File: src/rtl/sar_seq_pkg.sv
package sar_seq_pkg;

    // Start-source select codes
    localparam logic [2:0] SRC_SW  = 3'b000;
    localparam logic [2:0] SRC_T0  = 3'b001;
    localparam logic [2:0] SRC_T1  = 3'b010;
    localparam logic [2:0] SRC_T2  = 3'b011;
    localparam logic [2:0] SRC_EXT = 3'b100;
    localparam logic [2:0] SRC_T3  = 3'b101;

    localparam int NUM_TMR = 4;

    typedef enum logic [1:0] {
        ST_IDLE  = 2'd0,
        ST_TRACK = 2'd1,
        ST_CONV  = 2'd2,
        ST_LATCH = 2'd3
    } sar_state_e;

    typedef struct packed {
        logic start;     // one-cycle start request from the selected source
        logic ext_mode;  // external pin is the selected source
        logic pin_lvl;   // synchronized pin level
    } trig_info_t;

    function automatic logic src_is_ext(input logic [2:0] sel);
        return sel == SRC_EXT;
    endfunction

endpackage

File: src/rtl/sar_trig_sel.sv
module sar_trig_sel
    import sar_seq_pkg::*;
#(
    parameter int SYNC_STAGES = 2
) (
    input  logic               clk,
    input  logic               rst,
    input  logic [2:0]         sel,
    input  logic               sw_start,
    input  logic [NUM_TMR-1:0] tmr_ovf,
    input  logic               ext_pin,
    output trig_info_t         info
);

    // chain[SYNC_STAGES-1] is the synchronized level, chain[SYNC_STAGES] its previous value
    logic [SYNC_STAGES:0] chain;

    always_ff @(posedge clk) begin
        if (rst) chain <= '0;
        else     chain <= {chain[SYNC_STAGES-1:0], ext_pin};
    end

    logic pin_sync, pin_rise;
    assign pin_sync = chain[SYNC_STAGES-1];
    assign pin_rise = pin_sync & ~chain[SYNC_STAGES];

    always_comb begin
        info.ext_mode = src_is_ext(sel);
        info.pin_lvl  = pin_sync;
        case (sel)
            SRC_SW:  info.start = sw_start;
            SRC_T0:  info.start = tmr_ovf[0];
            SRC_T1:  info.start = tmr_ovf[1];
            SRC_T2:  info.start = tmr_ovf[2];
            SRC_T3:  info.start = tmr_ovf[3];
            SRC_EXT: info.start = pin_rise;
            default: info.start = 1'b0;
        endcase
    end

endmodule

File: src/rtl/sar_core.sv
module sar_core
    import sar_seq_pkg::*;
#(
    parameter int RES_W      = 10,
    parameter int TRACK_CLKS = 3
) (
    input  logic             clk,
    input  logic             rst,
    input  logic             start,
    input  logic             add_window,
    input  logic             cmp_in,
    input  logic             done_clr,
    output sar_state_e       state,
    output logic [RES_W-1:0] dac_code,
    output logic             busy,
    output logic             done,
    output logic [RES_W-1:0] result
);

    localparam int IDXW = $clog2(RES_W);
    localparam int TCW  = $clog2(TRACK_CLKS + 1);

    logic [RES_W-1:0] sar_q;
    logic [IDXW-1:0]  bit_idx;
    logic [TCW-1:0]   win_cnt;
    logic [RES_W-1:0] trial;

    assign trial    = sar_q | (RES_W'(1) << bit_idx);
    assign dac_code = (state == ST_CONV) ? trial : '0;

    always_ff @(posedge clk) begin
        if (rst) begin
            state   <= ST_IDLE;
            sar_q   <= '0;
            bit_idx <= '0;
            win_cnt <= '0;
            busy    <= 1'b0;
            done    <= 1'b0;
            result  <= '0;
        end else begin
            if (done_clr) done <= 1'b0;
            case (state)
                ST_IDLE: begin
                    if (start) begin
                        busy    <= 1'b1;
                        sar_q   <= '0;
                        bit_idx <= IDXW'(RES_W - 1);
                        win_cnt <= '0;
                        state   <= add_window ? ST_TRACK : ST_CONV;
                    end
                end
                ST_TRACK: begin
                    if (win_cnt == TCW'(TRACK_CLKS - 1)) state <= ST_CONV;
                    else win_cnt <= win_cnt + TCW'(1);
                end
                ST_CONV: begin
                    if (cmp_in) sar_q <= trial;
                    if (bit_idx == '0) state <= ST_LATCH;
                    else bit_idx <= bit_idx - IDXW'(1);
                end
                ST_LATCH: begin
                    result <= sar_q;
                    busy   <= 1'b0;
                    done   <= 1'b1;
                    state  <= ST_IDLE;
                end
                default: state <= ST_IDLE;
            endcase
        end
    end

    // a sampled start raises busy on the next edge
    assert_start_sets_busy_R7: assert property (@(posedge clk) disable iff (rst)
        (state == ST_IDLE && start) |=> busy);

    // busy cannot drop before the result latch step
    assert_busy_held_R8: assert property (@(posedge clk) disable iff (rst)
        (busy && state != ST_LATCH) |=> busy);

    // done is sticky until cleared
    assert_done_sticky_R7: assert property (@(posedge clk) disable iff (rst)
        (done && !done_clr) |=> done);

    // the first trial code is the MSB alone
    assert_msb_first_R6: assert property (@(posedge clk) disable iff (rst)
        (state == ST_CONV && $past(state) != ST_CONV) |-> dac_code == (RES_W'(1) << (RES_W - 1)));

endmodule

File: src/rtl/sar_track_gate.sv
module sar_track_gate
    import sar_seq_pkg::*;
(
    input  sar_state_e state,
    input  logic       lp_track,
    input  logic       ext_mode,
    input  logic       pin_lvl,
    input  logic       sleep_req,
    output logic       track_en
);

    always_comb begin
        if (sleep_req) begin
            track_en = 1'b0;
        end else begin
            case (state)
                ST_TRACK: track_en = 1'b1;
                ST_IDLE:  track_en = !lp_track || (ext_mode && !pin_lvl);
                default:  track_en = 1'b0;
            endcase
        end
    end

endmodule

File: src/rtl/sar_track_conv.sv
module sar_track_conv
    import sar_seq_pkg::*;
#(
    parameter int RES_W       = 10,
    parameter int TRACK_CLKS  = 3,
    parameter int SYNC_STAGES = 2
) (
    input  logic               clk,
    input  logic               rst,
    input  logic [2:0]         trig_sel,
    input  logic               lp_track,
    input  logic               sw_start,
    input  logic [NUM_TMR-1:0] tmr_ovf,
    input  logic               ext_cnv,
    input  logic               sleep_req,
    input  logic               cmp_in,
    input  logic               done_clr,
    output logic               track_en,
    output logic [RES_W-1:0]   dac_code,
    output logic               busy,
    output logic               done,
    output logic [RES_W-1:0]   result
);

    trig_info_t trig;
    sar_state_e state;
    logic       add_window;

    sar_trig_sel #(.SYNC_STAGES(SYNC_STAGES)) u_trig (
        .clk(clk), .rst(rst), .sel(trig_sel), .sw_start(sw_start),
        .tmr_ovf(tmr_ovf), .ext_pin(ext_cnv), .info(trig)
    );

    // Low-power tracking inserts a window only for internal sources
    assign add_window = lp_track && !trig.ext_mode;

    sar_core #(.RES_W(RES_W), .TRACK_CLKS(TRACK_CLKS)) u_core (
        .clk(clk), .rst(rst), .start(trig.start), .add_window(add_window),
        .cmp_in(cmp_in), .done_clr(done_clr), .state(state),
        .dac_code(dac_code), .busy(busy), .done(done), .result(result)
    );

    sar_track_gate u_gate (
        .state(state), .lp_track(lp_track), .ext_mode(trig.ext_mode),
        .pin_lvl(trig.pin_lvl), .sleep_req(sleep_req), .track_en(track_en)
    );

    // sleep forces the hold
    assert_sleep_hold_R9: assert property (@(posedge clk) disable iff (rst)
        sleep_req |-> !track_en);

    // no tracking while a bit trial is driven
    assert_trial_no_track_R2: assert property (@(posedge clk) disable iff (rst)
        (busy && dac_code != '0) |-> !track_en);

    // result moves only as busy falls
    assert_result_stable_R6: assert property (@(posedge clk) disable iff (rst)
        !$fell(busy) |-> $stable(result));

    // finishing a conversion leaves done set
    assert_done_on_finish_R7: assert property (@(posedge clk) disable iff (rst)
        $fell(busy) |-> done);

endmodule

File: config.mk
export PLATFORM = sky130hd
export DESIGN_NAME = sar_track_conv
export DESIGN_NICKNAME = d
export VERILOG_FILES = /design/src/rtl/sar_seq_pkg.sv /design/src/rtl/sar_trig_sel.sv /design/src/rtl/sar_core.sv /design/src/rtl/sar_track_gate.sv /design/src/rtl/sar_track_conv.sv
export SDC_FILE = /design/constraint.sdc
export NUM_CORES = 1
export LEC_CHECK = 0
export BUFFER_PORTS_ARGS = -buffer_cell sky130_fd_sc_hd__buf_2
export CAP_MARGIN = 40
export CORE_ASPECT_RATIO = 0.5
export CORE_MARGIN = 2
export CORE_UTILIZATION = 53
export DETAILED_ROUTE_END_ITERATION = 8
export GPL_TIMING_DRIVEN = 0
export HOLD_SLACK_MARGIN = 0.08
export PLACE_DENSITY_LB_ADDON = 0.25
export SLEW_MARGIN = 5
export SYNTH_ARGS = -nofsm -noshare
export SYNTH_HDL_FRONTEND = slang
export SYNTH_SLANG_ARGS = --single-unit
File: constraint.sdc
create_clock -name clk -period 2.6 [get_ports clk]
set_clock_uncertainty 0.15 [all_clocks]
set_input_delay 0.52 -clock clk [delete_from_list [all_inputs] [get_ports clk]]
set_output_delay 0.52 -clock clk [all_outputs]
set_load 0.01 [all_outputs]
==> flow_metrics.tcl <==
set metrics [dict create \
    status "complete, no violations" \
    track_usage_pct 20.5 \
    synth-simple-area-share_pct 18.3 \
    max_freq_mhz 424 \
    ys.flop_type "dfxtp_1" \
    rsz0062_at_grt "false" \
    post-route-period-util_pct 90.8 \
    hold_path_class "reg2reg" \
    hold_buffers 0 \
    layout_common_cells "nor2_1, buf_2, dfxtp_1, mux2i_1, a21oi_1" \
    cts_buffer_depth 2 \
    period_needed_ps 2360 \
    cp.required_ps 1930 \
    pwr-share-clk_pct 22.8 \
    setup_viol 0 \
    vias_per_cell 5.37 \
    report.final.slew_viol_count 0 \
    ys_seq_elements 33 \
    yosys_warnings 0 \
    dieHeight_um 43.9 \
    cts_made_buffers 5 \
    swShare_pct 37.3 \
    p_seq_share_pct 33.7 \
    place_congestion 0.844 \
    wirelength_um 3520 \
    port_buffers 36 \
    syn_area_per_cell_um2 9.03 \
    fillers 249 \
    wl_per_cell_um 13.0 \
    start_util_pct 56.0 \
    drv_cap 0 \
    pwr-share-comb_pct 43.5 \
    power.density_nw_per_um2 913 \
    path_clk_slew_ps 70 \
    route.detailed.drc 0 \
    place_hpwl_um 2570 \
    synth_adder_area_share_pct 7.41 \
    seq_area_frac_synth_pct 39.1 \
    nets 255 \
    critPathLaunchType "flip-flop" \
    clk_latency_ps 280 \
    mappedNetlistNets 212 \
    cts_tree "done" \
    synthCells 187 \
    synth_top_family_by_area "simple AND/OR/NAND/NOR gates" \
    n_antenna_cell 0 \
    async_flop_share_pct 0 \
    synth.cell_area_um2 1690 \
    vias 1455 \
    synth-edff-count 0 \
    grt-ovfl-total 0 \
    rows 14 \
    grt_max_degree 11 \
    net-switching-power_uw 688 \
    drt_iter0_markers 54 \
    clockRootBuffer "clkbuf_8" \
    critPathArrivalTime_ps 1690 \
    final_common_cell "nor2_1" \
    post_cts_buffers 0 \
    syn2layout_area_growth_pct 19.6 \
    antenna_found_initial 0 \
    power.internal_uw 1160 \
    final_cell_area_um2 2020 \
    hold_viol_final 0 \
    crit_path_max_fanout 10 \
    setup.worst_path.class "reg2out" \
    peakVddDrop_mv 0.488 \
    power.total_uw 1840 \
    p_leak_uw 0.000900 \
    grt_pass1_wl_um 5930 \
    grt_pass1_vias 1328 \
    synthDistinctLibCells 35 \
    synth_xor_area_share_pct 0 \
    core_area_um2 3010 \
    place_area_um2 1920 \
    dr.pass1.iters 4 \
    die_area_um2 3680 \
    drive_gt1_share_pct 25.1 \
    cts_resized 0 \
    finalSetupTns_ps 0 \
    ant_nets 0 \
    num_io_pins 38 \
    end_kind "primary output" \
    die_w_um 83.8 \
    synth_mux_area_share_pct 15.3 \
    cts_htree_levels 2 \
    clock_sinks 33 \
    synth_compound_area_share_pct 12.5 \
    worstMarginPinSlew_ps 713 \
    slew_headroom_pct 52.4 \
]
## metal layers
layer  vias up  routed length, um  track usage, %
met2        42               1430            32.6
met4         0                 56            7.74
met1       679               1820            27.0
li1        725                  -               -
met3         9                212            6.10
met5         -                  0               0
## cell families (layout without fill, tap and decap cells)
group	count (synthesis)	count (layout)
fa+ha+maj	10	10
buf+inv	18	62
flops	33	33
compound gates	33	33
simple gates	68	68
mux	25	25
## final cells by class
| type | instances | area (um^2) | share of cell area [%] |
|---|---|---|---|
| Timing Repair Buffer | 36 | 180 | 8.92 |
| Inverter | 9 | 33.8 | 1.67 |
| Clock inverter | 1 | 5.00 | 0.248 |
| Clock buffer | 7 | 96.3 | 4.77 |
| Buffer | 9 | 90.1 | 4.46 |
| Sequential cell | 33 | 661 | 32.7 |
| Multi-Input combinational cell | 136 | 903 | 44.7 |
| Tap cell | 40 | 50.0 | 2.48 |
## worst max-delay path, cell delays in order, from the launching register on
cell and delay [ps]:
dfxtp_1 340, inv_1 90, ha_1 300, inv_1 160, buf_6 170, nor2_1 180, buf_2 170
## registers in the layout, indices dropped and copies added, names as in the netlist
register,count
u_core.busy,1
u_core.state,2
u_core.bit_idx,4
u_core.sar_q,10
u_core.result,10
u_core.done,1
u_trig.chain,3
u_core.win_cnt,2
## final timing paths
kind	from	endpoint	slack, ps	depth (start not counted)
setup / recovery	u_core.state[0]	dac_code[2]	240	6
setup reg to reg	u_trig.chain[1]	u_core.sar_q[9]	550	6
hold reg to reg	u_trig.chain[0]	u_trig.chain[1]	290	1
hold / removal	u_trig.chain[0]	u_trig.chain[1]	290	1
## synth_stat cells, drive strengths merged, types with 2 or more instances
master  instances  area [um^2]
buf             4         37.5
mux2i          22          220
dfxtp          33          661
o21ai           3         15.0
nor2           41          154
a21oi          17         85.1
nor3            2         10.0
nand2           6         22.5
a311oi          2         17.5
a31oi           3         18.8
inv             9         33.8
ha             10          125
nand2b          2         12.5
mux2            3         37.5
clkbuf          5         52.6
nor2b           7         43.8
or3b            2         17.5
nand3           4         20.0
## metrics by stage
step | hold slack [ps] | instances | util [%] | setup WS (ps)
floorplan | 264 | 187 | - | 531
global placement | 266 | 263 | 63.7 | 244
detailed placement | 284 | 263 | 63.7 | 234
CTS | 286 | 271 | 67.0 | 250
global route | 285 | 271 | 67.0 | 136
finish | 293 | 271 | 67.0 | 240
## power by group through the flow
stage / sequential (uW) / combinational (uW) / clock [uW]
global route: 627 / 888 / 447
CTS: 619 / 795 / 427
floorplan: 618 / 634 / 0
finish: 621 / 803 / 420
global placement: 627 / 776 / 0
detailed placement: 630 / 790 / 0
No activity file was read; power rests on OpenSTA's default activity.
